`src/rtl/tmr_pkg.sv`:
```
package tmr_pkg;
   localparam int ADDR_W = 4;
   localparam int PS_W   = 3;

   localparam logic [ADDR_W-1:0] A_CTRL  = 4'd0;
   localparam logic [ADDR_W-1:0] A_CNT_H = 4'd1;
   localparam logic [ADDR_W-1:0] A_CNT_L = 4'd2;
   localparam logic [ADDR_W-1:0] A_MOD_H = 4'd3;
   localparam logic [ADDR_W-1:0] A_MOD_L = 4'd4;

   // control register bit positions
   localparam int B_FLAG = 7;
   localparam int B_IE   = 6;
   localparam int B_STOP = 5;
   localparam int B_RST  = 4;
   localparam int B_BUF  = 5;
   localparam int B_CMP  = 4;
   localparam int B_PWM  = 3;

   typedef struct packed {
      logic ie;
      logic buff;
      logic cmp;
      logic pwm;
   } chctl_t;

   function automatic logic [ADDR_W-1:0] ch_ctl_addr(input int idx);
      return ADDR_W'(5 + 3 * idx);
   endfunction

   function automatic logic [ADDR_W-1:0] ch_hi_addr(input int idx);
      return ADDR_W'(6 + 3 * idx);
   endfunction

   function automatic logic [ADDR_W-1:0] ch_lo_addr(input int idx);
      return ADDR_W'(7 + 3 * idx);
   endfunction
endpackage

```
`src/rtl/tmr_sync.sv`:
```
module tmr_sync #(
   parameter int STAGES = 2
) (
   input  logic clk,
   input  logic rst_n,
   input  logic din,
   output logic rise
);
   if (STAGES < 2) begin : g_bad_stages
      $error("tmr_sync needs at least two stages");
   end

   logic [STAGES-1:0] shift_q;
   logic              last_q;

   always_ff @(posedge clk or negedge rst_n) begin
      if (!rst_n) begin
         shift_q <= '0;
         last_q  <= 1'b0;
      end else begin
         shift_q <= {shift_q[STAGES-2:0], din};
         last_q  <= shift_q[STAGES-1];
      end
   end

   assign rise = shift_q[STAGES-1] & ~last_q;
endmodule

```
`src/rtl/tmr_tick.sv`:
```
module tmr_tick
   import tmr_pkg::*;
#(
   parameter int SYNC_N = 2
) (
   input  logic            clk,
   input  logic            rst_n,
   input  logic [PS_W-1:0] ps,
   input  logic            stop,
   input  logic            clr,
   input  logic            ext_in,
   output logic            tick
);
   localparam int DIV_W = (1 << PS_W) - 2;

   logic [DIV_W-1:0] div_q;
   logic [DIV_W-1:0] mask;
   logic             ext_rise;
   logic             use_ext;

   tmr_sync #(.STAGES(SYNC_N)) u_ext_sync (
      .clk  (clk),
      .rst_n(rst_n),
      .din  (ext_in),
      .rise (ext_rise)
   );

   always_comb begin
      for (int b = 0; b < DIV_W; b++) mask[b] = (b < int'(ps));
   end

   assign use_ext = (ps == '1);

   always_comb begin
      if (stop || clr)  tick = 1'b0;
      else if (use_ext) tick = ext_rise;
      else              tick = &(div_q | ~mask);
   end

   always_ff @(posedge clk or negedge rst_n) begin
      if (!rst_n)     div_q <= '0;
      else if (clr)   div_q <= '0;
      else if (!stop) div_q <= div_q + 1'b1;
   end

   AST_DIV_CLEARED: assert property (@(posedge clk) disable iff (!rst_n)
      clr |=> (div_q == '0));
endmodule

```
`src/rtl/tmr_flag.sv`:
```
module tmr_flag (
   input  logic clk,
   input  logic rst_n,
   input  logic set_evt,
   input  logic rd_hit,
   input  logic wr_hit,
   input  logic wr_bit,
   input  logic frozen,
   output logic flag
);
   logic arm_q;
   logic do_clr;

   assign do_clr = wr_hit && !wr_bit && arm_q && !frozen;

   always_ff @(posedge clk or negedge rst_n) begin
      if (!rst_n) begin
         flag  <= 1'b0;
         arm_q <= 1'b0;
      end else begin
         if (set_evt)     flag <= 1'b1;
         else if (do_clr) flag <= 1'b0;

         if (do_clr)                           arm_q <= 1'b0;
         else if (rd_hit && flag && !frozen) arm_q <= 1'b1;
      end
   end

   AST_FROZEN_HOLDS: assert property (@(posedge clk) disable iff (!rst_n)
      (frozen && flag) |=> flag);
   AST_CLEAR_NEEDS_READ: assert property (@(posedge clk) disable iff (!rst_n)
      (flag && !arm_q) |=> flag);
endmodule

```
`src/rtl/tmr_chan.sv`:
```
module tmr_chan #(
   parameter int CNT_W  = 16,
   parameter int SYNC_N = 2
) (
   input  logic             clk,
   input  logic             rst_n,
   input  logic             pin_in,
   input  logic             en,
   input  logic             cmp_mode,
   input  logic             pwm,
   input  logic             tick,
   input  logic             ovf_evt,
   input  logic [CNT_W-1:0] cnt,
   input  logic [CNT_W-1:0] cmp_val,
   output logic             cap_evt,
   output logic             cmp_evt,
   output logic             pin_out
);
   logic in_rise;

   tmr_sync #(.STAGES(SYNC_N)) u_in_sync (
      .clk  (clk),
      .rst_n(rst_n),
      .din  (pin_in),
      .rise (in_rise)
   );

   assign cmp_evt = en && cmp_mode && tick && (cnt == cmp_val);
   assign cap_evt = en && !cmp_mode && in_rise;

   always_ff @(posedge clk or negedge rst_n) begin
      if (!rst_n)                pin_out <= 1'b0;
      else if (!(en && cmp_mode)) pin_out <= 1'b0;
      else if (pwm) begin
         if (cmp_evt && !ovf_evt) pin_out <= 1'b0;
         else if (ovf_evt)        pin_out <= 1'b1;
      end else if (cmp_evt)      pin_out <= ~pin_out;
   end

   AST_PWM_HIGH_AT_WRAP: assert property (@(posedge clk) disable iff (!rst_n)
      (en && cmp_mode && pwm && ovf_evt && !cmp_evt) |=> pin_out);
   AST_TOGGLE_ON_MATCH: assert property (@(posedge clk) disable iff (!rst_n)
      (en && cmp_mode && !pwm && cmp_evt) |=> (pin_out != $past(pin_out)));
endmodule

```
`src/rtl/dual_modulo_timer.sv`:
```
module dual_modulo_timer
   import tmr_pkg::*;
#(
   parameter int DATA_W = 8,
   parameter int CNT_W  = 16,
   parameter int SYNC_N = 2
) (
   input  logic              clk,
   input  logic              rst_n,
   input  logic              bus_sel,
   input  logic              bus_wr,
   input  logic [ADDR_W-1:0] bus_addr,
   input  logic [DATA_W-1:0] bus_wdata,
   output logic [DATA_W-1:0] bus_rdata,
   input  logic              brk_act,
   input  logic              brk_clr_en,
   input  logic              ext_clk,
   input  logic [1:0]        ch_in,
   output logic [1:0]        ch_out,
   output logic              irq_ovf,
   output logic [1:0]        irq_ch
);
   localparam int NCH   = 2;
   localparam int NFLAG = NCH + 1;

   if (DATA_W != 8) begin : g_bad_data
      $error("register layout needs an 8-bit bus");
   end
   if (CNT_W != 2 * DATA_W) begin : g_bad_cnt
      $error("counter must be two bus bytes wide");
   end

   logic              wr_en, rd_en, clr_pulse, tick, ovf_evt, frozen;
   logic              ovf_ie_q, stop_q;
   logic [PS_W-1:0]   ps_q;
   logic [CNT_W-1:0]  cnt_q, mod_q;
   chctl_t            ctl_q   [NCH];
   logic [CNT_W-1:0]  val_q   [NCH];
   logic [CNT_W-1:0]  cmpv    [NCH];
   logic              cap_evt [NCH];
   logic              cmp_evt [NCH];
   logic              ch_en   [NCH];
   logic [NFLAG-1:0]  flag;
   logic              act_sel_q, pend_sel_q;
   logic              buffered;

   assign wr_en     = bus_sel && bus_wr;
   assign rd_en     = bus_sel && !bus_wr;
   assign frozen    = brk_act && !brk_clr_en;
   assign clr_pulse = wr_en && (bus_addr == A_CTRL) && bus_wdata[B_RST];
   assign buffered  = ctl_q[0].buff;
   assign ovf_evt   = tick && (cnt_q == mod_q);

   tmr_tick #(.SYNC_N(SYNC_N)) u_tick (
      .clk   (clk),
      .rst_n (rst_n),
      .ps    (ps_q),
      .stop  (stop_q),
      .clr   (clr_pulse),
      .ext_in(ext_clk),
      .tick  (tick)
   );

   // ---------------- flags: index 0 overflow, 1+i channel i
   for (genvar k = 0; k < NFLAG; k++) begin : g_flag
      localparam logic [ADDR_W-1:0] OWN = (k == 0) ? A_CTRL : ch_ctl_addr(k - 1);
      logic set_k;
      if (k == 0) begin : g_ovf
         assign set_k = ovf_evt;
      end else begin : g_ch
         assign set_k = cap_evt[k-1] || cmp_evt[k-1];
      end
      tmr_flag u_flag (
         .clk    (clk),
         .rst_n  (rst_n),
         .set_evt(set_k),
         .rd_hit (rd_en && (bus_addr == OWN)),
         .wr_hit (wr_en && (bus_addr == OWN)),
         .wr_bit (bus_wdata[B_FLAG]),
         .frozen (frozen),
         .flag   (flag[k])
      );
   end

   // ---------------- channels
   for (genvar i = 0; i < NCH; i++) begin : g_ch
      if (i == 0) begin : g_lead
         assign ch_en[i] = 1'b1;
         assign cmpv[i]  = buffered ? val_q[act_sel_q] : val_q[0];
      end else begin : g_follow
         assign ch_en[i] = !buffered;
         assign cmpv[i]  = val_q[i];
      end
      tmr_chan #(.CNT_W(CNT_W), .SYNC_N(SYNC_N)) u_chan (
         .clk     (clk),
         .rst_n   (rst_n),
         .pin_in  (ch_in[i]),
         .en      (ch_en[i]),
         .cmp_mode(ctl_q[i].cmp),
         .pwm     (ctl_q[i].pwm),
         .tick    (tick),
         .ovf_evt (ovf_evt),
         .cnt     (cnt_q),
         .cmp_val (cmpv[i]),
         .cap_evt (cap_evt[i]),
         .cmp_evt (cmp_evt[i]),
         .pin_out (ch_out[i])
      );
      assign irq_ch[i] = flag[i+1] && ctl_q[i].ie;
   end

   assign irq_ovf = flag[0] && ovf_ie_q;

   // ---------------- counter and control registers
   always_ff @(posedge clk or negedge rst_n) begin
      if (!rst_n) begin
         cnt_q    <= '0;
         mod_q    <= '1;
         ovf_ie_q <= 1'b0;
         stop_q   <= 1'b1;
         ps_q     <= '0;
      end else begin
         if (clr_pulse)    cnt_q <= '0;
         else if (ovf_evt) cnt_q <= '0;
         else if (tick)    cnt_q <= cnt_q + 1'b1;

         if (wr_en) begin
            unique case (bus_addr)
               A_CTRL: begin
                  ovf_ie_q <= bus_wdata[B_IE];
                  stop_q   <= bus_wdata[B_STOP];
                  ps_q     <= bus_wdata[PS_W-1:0];
               end
               A_MOD_H: mod_q[CNT_W-1:DATA_W] <= bus_wdata;
               A_MOD_L: mod_q[DATA_W-1:0]     <= bus_wdata;
               default: ;
            endcase
         end
      end
   end

   // ---------------- channel registers and buffer selection
   always_ff @(posedge clk or negedge rst_n) begin
      if (!rst_n) begin
         for (int i = 0; i < NCH; i++) begin
            ctl_q[i] <= '0;
            val_q[i] <= '0;
         end
         act_sel_q  <= 1'b0;
         pend_sel_q <= 1'b0;
      end else begin
         for (int i = 0; i < NCH; i++) begin
            if (wr_en && bus_addr == ch_ctl_addr(i)) begin
               ctl_q[i].ie   <= bus_wdata[B_IE];
               ctl_q[i].buff <= (i == 0) ? bus_wdata[B_BUF] : 1'b0;
               ctl_q[i].cmp  <= bus_wdata[B_CMP];
               ctl_q[i].pwm  <= bus_wdata[B_PWM];
            end
            if (cap_evt[i])
               val_q[i] <= cnt_q;
            else if (wr_en && bus_addr == ch_hi_addr(i))
               val_q[i][CNT_W-1:DATA_W] <= bus_wdata;
            else if (wr_en && bus_addr == ch_lo_addr(i))
               val_q[i][DATA_W-1:0] <= bus_wdata;
            if (wr_en && buffered &&
                (bus_addr == ch_hi_addr(i) || bus_addr == ch_lo_addr(i)))
               pend_sel_q <= 1'(i);
         end
         if (ovf_evt) act_sel_q <= pend_sel_q;
      end
   end

   // ---------------- read mux
   always_comb begin
      bus_rdata = '0;
      unique case (bus_addr)
         A_CTRL:  bus_rdata = {flag[0], ovf_ie_q, stop_q, 1'b0, 1'b0, ps_q};
         A_CNT_H: bus_rdata = cnt_q[CNT_W-1:DATA_W];
         A_CNT_L: bus_rdata = cnt_q[DATA_W-1:0];
         A_MOD_H: bus_rdata = mod_q[CNT_W-1:DATA_W];
         A_MOD_L: bus_rdata = mod_q[DATA_W-1:0];
         default: begin
            for (int i = 0; i < NCH; i++) begin
               if (bus_addr == ch_ctl_addr(i))
                  bus_rdata = {flag[i+1], ctl_q[i].ie, ctl_q[i].buff,
                               ctl_q[i].cmp, ctl_q[i].pwm, 3'b000};
               else if (bus_addr == ch_hi_addr(i))
                  bus_rdata = val_q[i][CNT_W-1:DATA_W];
               else if (bus_addr == ch_lo_addr(i))
                  bus_rdata = val_q[i][DATA_W-1:0];
            end
         end
      endcase
   end

   AST_WRAP_TO_ZERO: assert property (@(posedge clk) disable iff (!rst_n)
      (tick && cnt_q == mod_q) |=> (cnt_q == '0));
   AST_OVF_FLAG_SET: assert property (@(posedge clk) disable iff (!rst_n)
      ovf_evt |=> flag[0]);
   AST_STOP_FREEZES: assert property (@(posedge clk) disable iff (!rst_n)
      (stop_q && !clr_pulse) |=> (cnt_q == $past(cnt_q)));
   AST_RST_BIT_CLEARS: assert property (@(posedge clk) disable iff (!rst_n)
      clr_pulse |=> (cnt_q == '0));
   AST_CAPTURE_LOADS: assert property (@(posedge clk) disable iff (!rst_n)
      cap_evt[0] |=> (val_q[0] == $past(cnt_q)));
   AST_BUF_SWAP_AT_OVF: assert property (@(posedge clk) disable iff (!rst_n)
      (act_sel_q != $past(act_sel_q)) |-> $past(ovf_evt));
   AST_IDLE_FOLLOWER: assert property (@(posedge clk) disable iff (!rst_n)
      buffered |=> !ch_out[1]);
endmodule

```
`config.mk`:
```
export PLATFORM = sky130hd
export DESIGN_NAME = dual_modulo_timer
export DESIGN_NICKNAME = d
export VERILOG_FILES = /design/src/rtl/tmr_pkg.sv /design/src/rtl/tmr_sync.sv /design/src/rtl/tmr_tick.sv /design/src/rtl/tmr_flag.sv /design/src/rtl/tmr_chan.sv /design/src/rtl/dual_modulo_timer.sv
export SDC_FILE = /design/constraint.sdc
export NUM_CORES = 1
export LEC_CHECK = 0
export ABC_CLOCK_PERIOD_IN_PS = 2760
export BUFFER_PORTS_ARGS = -buffer_cell sky130_fd_sc_hd__buf_4
export CORE_ASPECT_RATIO = 1.2
export CORE_UTILIZATION = 36
export CTS_BUF_LIST = sky130_fd_sc_hd__clkbuf_4 sky130_fd_sc_hd__clkbuf_8
export CTS_CLUSTER_SIZE = 20
export DETAILED_ROUTE_END_ITERATION = 6
export SYNTH_ARGS = -nofsm -noshare
export SYNTH_HDL_FRONTEND = slang
export SYNTH_SLANG_ARGS = --single-unit
```
`constraint.sdc`:
```
create_clock -name clk -period 2.76 [get_ports clk]
set_input_delay 0.138 -clock clk [delete_from_list [all_inputs] [get_ports clk]]
set_output_delay 0.138 -clock clk [all_outputs]
set_load 0.1 [all_outputs]
```
---- Word level (Yosys, flattened, before mapping) ----
Cells that the tools add are included.
cells by class
  $add $sub $neg .......................... 2
  magnitude comparators ................... 7
  eq/ne operators ......................... 21
  muxes and demuxes ....................... 49
  bitwise operators ....................... 11
  reductions and logical operators ........ 80
operator list
  operator                                                             number
  16-bit two-way mux                                                   9
  8-bit two-way mux                                                    12
  16-bit == test                                                       3
  1-bit logical AND                                                    46
  8-bit case mux with 5 select lines                                   1
  1-bit two-way mux                                                    25
  2-bit nonzero test                                                   11
  16-bit by 1-bit adder with 16-bit output, second input constant      1
  4-bit by 3-bit == test with 1-bit output, second input constant      4
  2-bit AND reduction                                                  7
  4-bit == test, second input constant                                 3
  6-bit two-way mux                                                    2
  4-bit by 2-bit == test with 1-bit output, second input constant      2
  1-bit logical NOT                                                    8
  6-bit by 1-bit adder with 6-bit output, second input constant        1
  1-bit by 3-bit < comparator with 1-bit output, first input constant  2
  2-bit by 3-bit < comparator with 1-bit output, first input constant  2
  3-bit < comparator, first input constant                             2
  2-bit by 1-bit != test with 1-bit output, second input constant      3
  3-bit by 2-bit != test with 1-bit output, second input constant      2
  6-bit NOT                                                            1
  6-bit OR                                                             1
  6-bit AND reduction                                                  1
  1-bit logical OR                                                     5
  10 further kinds                                                     16
word-level totals
  flip-flop bits (word level) ............. 101
  input bits .............................. 21
  output and inout bits ................... 13
  logic and storage cells ................. 204

---- Depth between registers and ports, before layout ----
Gate-level depths: netlist of run 1.
  depth after elaboration ................. 12
  mapped depth ............................ 8
  gate-level depth less buffers ........... 7

---- Cells and area by module ----
A second synthesis of run 1 with hierarchy kept.
second synthesis, totals
  cells, all modules ...................... 612
  area total of the unflattened synthesis .. 6211.0 um^2
by module, submodules not included
  module             instances  cells an instance  area each (um^2)  sequential area each (um^2)
  dual_modulo_timer  1          487                4850.9            1973.1
  tmr_chan           2          30                 245.2             25.0
  tmr_tick           1          35                 344.1             150.1
  tmr_sync           3          4                  88.8              75.1
  tmr_flag           3          6                  86.3              50.0

---- Worst setup path after synthesis of run 1 ----
Ideal clock, no wire load.
  path type ............................... reg-to-output
  start ................................... register cnt_q[7]
  end ..................................... output bus_rdata[7]
  data arrival time ....................... 3.326 ns
  data required time ...................... 2.622 ns
  setup slack ............................. -0.704 ns
  stages on the path, launching flop included .. 7
  buffers on the path ..................... 1
  path through ............................ dfrtp_1 clkbuf_1 o2bb2ai_1 o31ai_1 a21oi_1 a21oi_1 a211oi_1
on the way
  longest elaborated chain between the ends .. 1
RTL lines
  what                                line                      source
  start: declaration                  dual_modulo_timer.sv:36   logic [CNT_W-1:0] cnt_q, mod_q;
  start signal: assignment            dual_modulo_timer.sv:125  else if (tick) cnt_q <= cnt_q + 1'b1;
  8-bit case mux with 5 select lines  dual_modulo_timer.sv:176  unique case (bus_addr)
  end: declaration                    dual_modulo_timer.sv:14   output logic [DATA_W-1:0] bus_rdata,
Every way passes these cells.

---- Final worst setup path of run 1 ----
  start ................................... register stop_q
  end ..................................... output bus_rdata[5]
on the way
  longest elaborated chain between the ends .. 1
RTL lines
  what                                line                      source
  start: declaration                  dual_modulo_timer.sv:34   logic ovf_ie_q, stop_q;
  start signal: assignment            dual_modulo_timer.sv:131  stop_q <= bus_wdata[B_STOP];
  8-bit case mux with 5 select lines  dual_modulo_timer.sv:176
Every way passes these cells.

==> run metrics, run 1 <==
Slew Limit Fails 0; Die Span X 121.7 µm; top cell type's share of synthesized area 0.3398; most frequent cell after synthesis dfrtp_1; Final Cycle Share 0.8659; total CTS buffers 9; CTS Buffer Depth 2; drt first pass iters 6; total negative setup slack 0 ps; crit path kind flop to primary output; Final min period 2390 ps; Routed Antenna Nets 0; leakage 2.697 nW; CTS Hold Buffers Added 4; vias in the first global route 5228; Syn Std Cell Area 6186 µm²; xor and xnor area share after synthesis 0.06655; Initial Util 0.3671; EDFF count, synth 0; antenna violations before repair 0; Main synth FF type dfrtp_1; post-synthesis mux area share 0.1392; final hold violations 0; sequential cell area 2549 µm²; DP Cell Count 866; pwr dens 652.1 nW/µm²; worst vdd ir 0.2794 mV; Clock Skews 15.21 ps; total power 4.535 mW; critical path required time 2620 ps; largest family of logic cells by synthesized area simple AND/OR/NAND/NOR gates; Post-Synth Adder-Cell Area 0.004045; Die H 145.6 µm; worst hold path class primary input to flop; Netlist cell types 76; Synth area leader dfrtp_1; Post-Synthesis Cells 634; Post-Synth Simple-Gate Area 0.1812; I/O Buffers 33; clk sinks 101; Via density 5.871; Yosys Warn Count 0; worst skew pair latency 390 ps; WL per Instance 22.44 µm; type of destination of the critical path primary output; die area 17710 µm²; number of H-tree levels 3; largest net degree at the start of global routing 50; HPWL Detailed 14.72 mm; Synth Area in Compound Gates 0.1541; GRT Util Overall 0.2362; Root Buffer clkbuf_8; setup slack after placement 535.2 ps; drt initial violations 498; setup repair after global routing missed its margin no; post-route insts no fill 886; CTS tree yes; count of maximum capacitance violations 0; Setup-failing EPs final 0; # diodes 0; fillers 1653; multi-input gate area in the final layout 3388 µm²; commonest cells in the netlist dfrtp_1 (84), nand2_1 (59), o21ai_0 (52); Vias 5202; dominant cells by area after synthesis dfrtp_1 (34%), dfstp_2 (7.2%), mux2i_1 (6.6%); Core ar. 16850 µm²; Area growth syn-to-layout 12.42%; outcome completed; share of layout cells above drive strength 1 0.2358; clock transition at the registers of the reported paths 90 ps; final-stage net count 688; critical path data arrival time 2250 ps; Peak Freq 0.4184 GHz; ys async rst share 1.000; final wirelength 19.88 mm; Post-Syn Nets 657; slew at the pin with the worst max-slew slack 743.5 ps; worst-path maximum fanout 5; post-CTS resize count 0; I/O pin count 34; Slew headroom 0.5025; setup bufs post-CTS 0; Cell Rows 52; CP Launch Type flop; GR Overflow Total 0; first-pass GRT wire length 31.06 mm; PnR worst setup slack 370.1 ps; routability cong. 0.9512; sequential share of the synthesized area 0.4120; Residual DRC 0; Synth Area per Inst 9.757 µm²; synthesized flop and latch total 101
logic make-up after synthesis:
| group | Yosys count |
|---|---|
| XOR/XNOR | 47 |
| multiplexers | 75 |
| buffers and inverters | 59 |
| adder cells (fa/ha/maj) | 2 |
| AND/OR/NAND/NOR | 205 |
| AO/OA/AOI/OAI | 145 |
| flip-flops | 101 |
metal layers:
layer,global-route usage,share of wire,up-vias
li1,-,-,2349
met1,0.3123,0.43,2578
met2,0.3688,0.47,221
met3,0.03879,0.055,54
met4,0.1235,0.047,0
met5,0,0,-
state kept, by name (all words and copies together) (netlist names):
register                       count
cnt_q                             16
mod_q                             16
ps_q                               3
act_sel_q                          1
val_q                             16
g_flag.u_flag.arm_q                3
ovf_ie_q                           1
g_ch.u_chan.u_in_sync.shift_q      4
pend_sel_q                         1
u_tick.u_ext_sync.shift_q          2
g_ch.u_chan.u_in_sync.last_q       2
u_tick.u_ext_sync.last_q           1
g_flag.u_flag.flag                 3
cmpv                              16
g_ch.u_chan.pin_out                2
u_tick.div_q                       6
buffered                           1
stop_q                             1
ctl_q                              6
layout make-up:
cell class	count	area share
clock buffers	10	0.01979
inverters	15	0.008096
well taps	216	0.03886
multi-input cells	474	0.4872
clock inverters	6	0.008996
flip-flops and latches	101	0.3665
repair buffers	64	0.07053
placed cells by master, fill, tap and decap left out, types with 4 or more instances in the layout:
cell,Yosys,layout
nor3_1,4,4
o31ai_1,5,5
and2_1,6,6
dfstp_2,17,17
mux4_2,6,6
nor2b_1,12,12
mux2_2,28,28
o21ai_1,4,7
nor4_1,7,7
or3_1,9,9
dlygate4sd3_1,0,4
nor2_1,30,30
o21ai_2,6,6
dfrtp_1,84,84
o21ai_0,52,49
nand4_1,12,12
buf_4,3,60
mux2i_1,41,41
a22oi_1,6,6
a21oi_1,27,27
nand3_1,25,25
and3_1,5,5
xor2_1,9,9
inv_1,14,14
nand2_1,59,59
xnor2_1,38,38
a32oi_1,4,4
nand2b_1,9,9
clkbuf_8,0,10
worst paths after layout:
check,slack [ps],startpoint,endpoint,depth (start not counted)
hold reg to reg,370,g_ch[1].u_chan.u_in_sync.shift_q[0],g_ch[1].u_chan.u_in_sync.shift_q[1],0
setup reg to reg,480,cnt_q[9],act_sel_q,5
hold / removal,70,bus_wdata[0],ps_q[0],2
max in group asynchronous,1610,rst_n,mod_q[6],3
setup / recovery,370,stop_q,bus_rdata[5],5
min in group asynchronous,320,rst_n,g_flag[0].u_flag.flag,2
per-stage QoR:
stage / area [µm²] / util / hold WS (ps)
2_1_floorplan: 6191 / - / -157.6
3_3_place_gp: 6714 / 0.3984 / 205.9
3_5_place_dp: 6714 / 0.3984 / 209.1
4_1_cts: 6954 / 0.4127 / 48.35
5_1_grt: 6954 / 0.4127 / 60.16
6_report: 6954 / 0.4127 / 69.71
power by group:
part | leakage, nW | internal [mW] | switching, mW
logic | 1.32 | 0.590 | 0.844
registers | 1.27 | 1.75 | 0.375
clock network | 0.106 | 0.443 | 0.533
critical path, stage by stage, from the launching register on:
cell and delay (ps):
dfstp_2 590, inv_1 150, o31a_1 270, o22a_1 190
o221ai_1 310, buf_4 360
(Power assumes the default switching activity.)
==> inputs of run 2 (changes only) <==
--- a/config.mk
+++ b/config.mk
@@ -5,6 +5,7 @@
 export SDC_FILE = /design/constraint.sdc
 export NUM_CORES = 1
 export LEC_CHECK = 0
+export ABC_AREA = 1
 export ABC_CLOCK_PERIOD_IN_PS = 2760
 export BUFFER_PORTS_ARGS = -buffer_cell sky130_fd_sc_hd__buf_4
 export CORE_ASPECT_RATIO = 1.2
==> run 2 against run 1 <==
  * Flip-flop and latch count did not move
  * Die area rose by 1.9%
  * Largest cell class unchanged
  * Setup slack got worse by 120 ps
  * First-iteration DRC count rose by 24%
  * Sequential power rose by 16%
  * Largest power group is now combinational logic
  * Register-to-register slack improved by 180 ps
  * Critical endpoint is now bus_rdata[3]
  * Core utilization fell by 0.12 points
==> run metrics, run 2 <==
outcome completed; antenna violations before repair 0; CTS tree yes; sequential cell area 2549 µm²; top cell type's share of synthesized area 0.3333; Setup-failing EPs final 0; Area growth syn-to-layout 10.79%; clk sinks 101; share of layout cells above drive strength 1 0.1412; Post-Syn Nets 870; commonest cells in the netlist nand2_1 (215), inv_1 (114), dfrtp_1 (84); WL per Instance 20.54 µm; Die Span X 122.8 µm; drt initial violations 618; total CTS buffers 9; PnR worst setup slack 255.1 ps; Clock Skews 9.238 ps; most common cell after layout, fill and taps aside nand2_1; number of H-tree levels 3; total negative setup slack 0 ps; Core ar. 16980 µm²; slew at the pin with the worst max-slew slack 1095 ps; Post-Synthesis Cells 847; critical path data arrival time 2370 ps; largest net degree at the start of global routing 50; r2r setup slk 660 ps; worst skew pair latency 410 ps; setup bufs post-CTS 0; setup repair after global routing missed its margin no; GRT Util Overall 0.2633; Yosys Warn Count 0; multi-input gate area in the final layout 3099 µm²; most frequent cell after synthesis nand2_1; post-route insts no fill 1101; clock transition at the registers of the reported paths 110 ps; Final Cycle Share 0.9076; most frequent cells in the layout nand2_1 (215), inv_1 (114), dfrtp_1 (84); fillers 1756; I/O Buffers 33; type of destination of the critical path primary output; # diodes 0; pwr dens 872.5 nW/µm²; final wirelength 22.62 mm; final-stage net count 903; die area 18060 µm²; crit path kind flop to primary output; critical path required time 2620 ps; vias in the first global route 5950; Placed Instance Area 6759 µm²; Peak Freq 0.3992 GHz; CP Launch Type flop; routability cong. 0.9942; Main synth FF type dfrtp_1; I/O pin count 34; DP Cell Count 1081; setup slack after placement 617.6 ps; count of maximum capacitance violations 0; Routed Antenna Nets 0; first-pass GRT wire length 34.64 mm; synthesized flop and latch total 101; Via density 5.610; Die H 147.0 µm; sequential share of the synthesized area 0.4041; final hold violations 0; CTS Buffer Depth 2; ys async rst share 1.000; Cell Rows 52; worst vdd ir 0.4015 mV; Root Buffer clkbuf_8; Final Hold Slack 21.34 ps; drt first pass iters 6; Initial Util 0.3714; dominant cells by area after synthesis dfrtp_1 (33%), nand2_1 (13%), dfstp_2 (7.1%); r2r worst-path depth 7; Vias 6177; Final min period 2505 ps; leakage 3.223 nW; worst hold path class primary input to flop; EDFF count, synth 0; Residual DRC 0; post-CTS resize count 0; hold depth 3; Slew Limit Fails 0; HPWL Detailed 17.45 mm; Synth Area per Inst 7.447 µm²; Slew headroom 0.2622; CTS Hold Buffers Added 4; worst-path maximum fanout 9; Netlist cell types 46; Syn Std Cell Area 6307 µm²; GR Overflow Total 0; final non-filler cell area 6988 µm²; Synth area leader dfrtp_1
==> run 2: cell count changes in the layout (fill, tap and decap cells not counted), sizes merged, moves of 10 or more <==
| cell | before | now |
|---|---|---|
| mux2i | 41 | 0 |
| a21oi | 30 | 16 |
| o221ai | 2 | 16 |
| xnor2 | 38 | 17 |
| inv | 15 | 129 |
| o22ai | 2 | 14 |
| nand3 | 25 | 67 |
| or3 | 10 | 0 |
| mux2 | 28 | 0 |
| a22oi | 6 | 17 |
| nor2 | 32 | 83 |
| buf | 60 | 48 |
| nand2 | 59 | 223 |
| nor2b | 12 | 0 |
==> run 2: power by group <==
group / switching [mW] / leakage (nW) / internal [mW] / total, mW
clock: 0.612 / 0.0947 / 0.352 / 0.964
sequential: 0.559 / 1.23 / 1.92 / 2.48
combinational: 1.77 / 1.90 / 0.884 / 2.65
==> run 2: through the flow <==
stage / total power, mW / util
4_1_cts: 6.054 / 0.4115
3_5_place_dp: 5.083 / 0.3980
6_report: 6.097 / 0.4115
3_3_place_gp: 5.073 / 0.3980
5_1_grt: 6.480 / 0.4115
2_1_floorplan: 4.246 / -
==> run 2: worst paths after layout <==
| kind | start | end |
|---|---|---|
| max | cnt_q[3] | bus_rdata[3] |
| min | bus_wdata[4] | ctl_q[5] |
| max reg2reg | cnt_q[7] | cnt_q[7] |
| min reg2reg | g_ch[0].u_chan.u_in_sync.shift_q[0] | g_ch[0].u_chan.u_in_sync.shift_q[1] |
| max in group asynchronous | rst_n | cmpv[13] |
| min in group asynchronous | rst_n | val_q[18] |
==> run 2: area by class of cell <==
| type | count | share of cell area |
|---|---|---|
| clock buffers | 9 | 0.01773 |
| clock inverters | 7 | 0.009311 |
| inverters | 124 | 0.06697 |
| multi-input cells | 592 | 0.4435 |
| flip-flops and latches | 101 | 0.3647 |
| well taps | 216 | 0.03868 |
| repair buffers | 52 | 0.05909 |
==> run 2: worst max-delay path, cell delays in order, from the launching register on <==
cell	delay (ps)
dfrtp_1	570
inv_1	350
o22ai_1	190
a221oi_1	430
nand2_1	150
buf_4	260
==> run 2: metal layers <==
metal	global-route usage	wire length [µm]	up-vias
met5	0	0	-
met4	0.1720	1607	0
met3	0.03882	1586	103
met2	0.4180	10570	332
met1	0.3301	8860	2878
li1	-	-	2864
==> run 2: logic make-up (layout without fill, tap and decap cells) <==
group,count (synthesis),in the layout,synth area share
compound gates,162,162,0.1625
buf+inv,154,192,0.1045
flops,101,101,0.4041
simple gates,403,403,0.2902
xor+xnor,25,25,0.03472
fa+ha+maj,2,2,0.003967
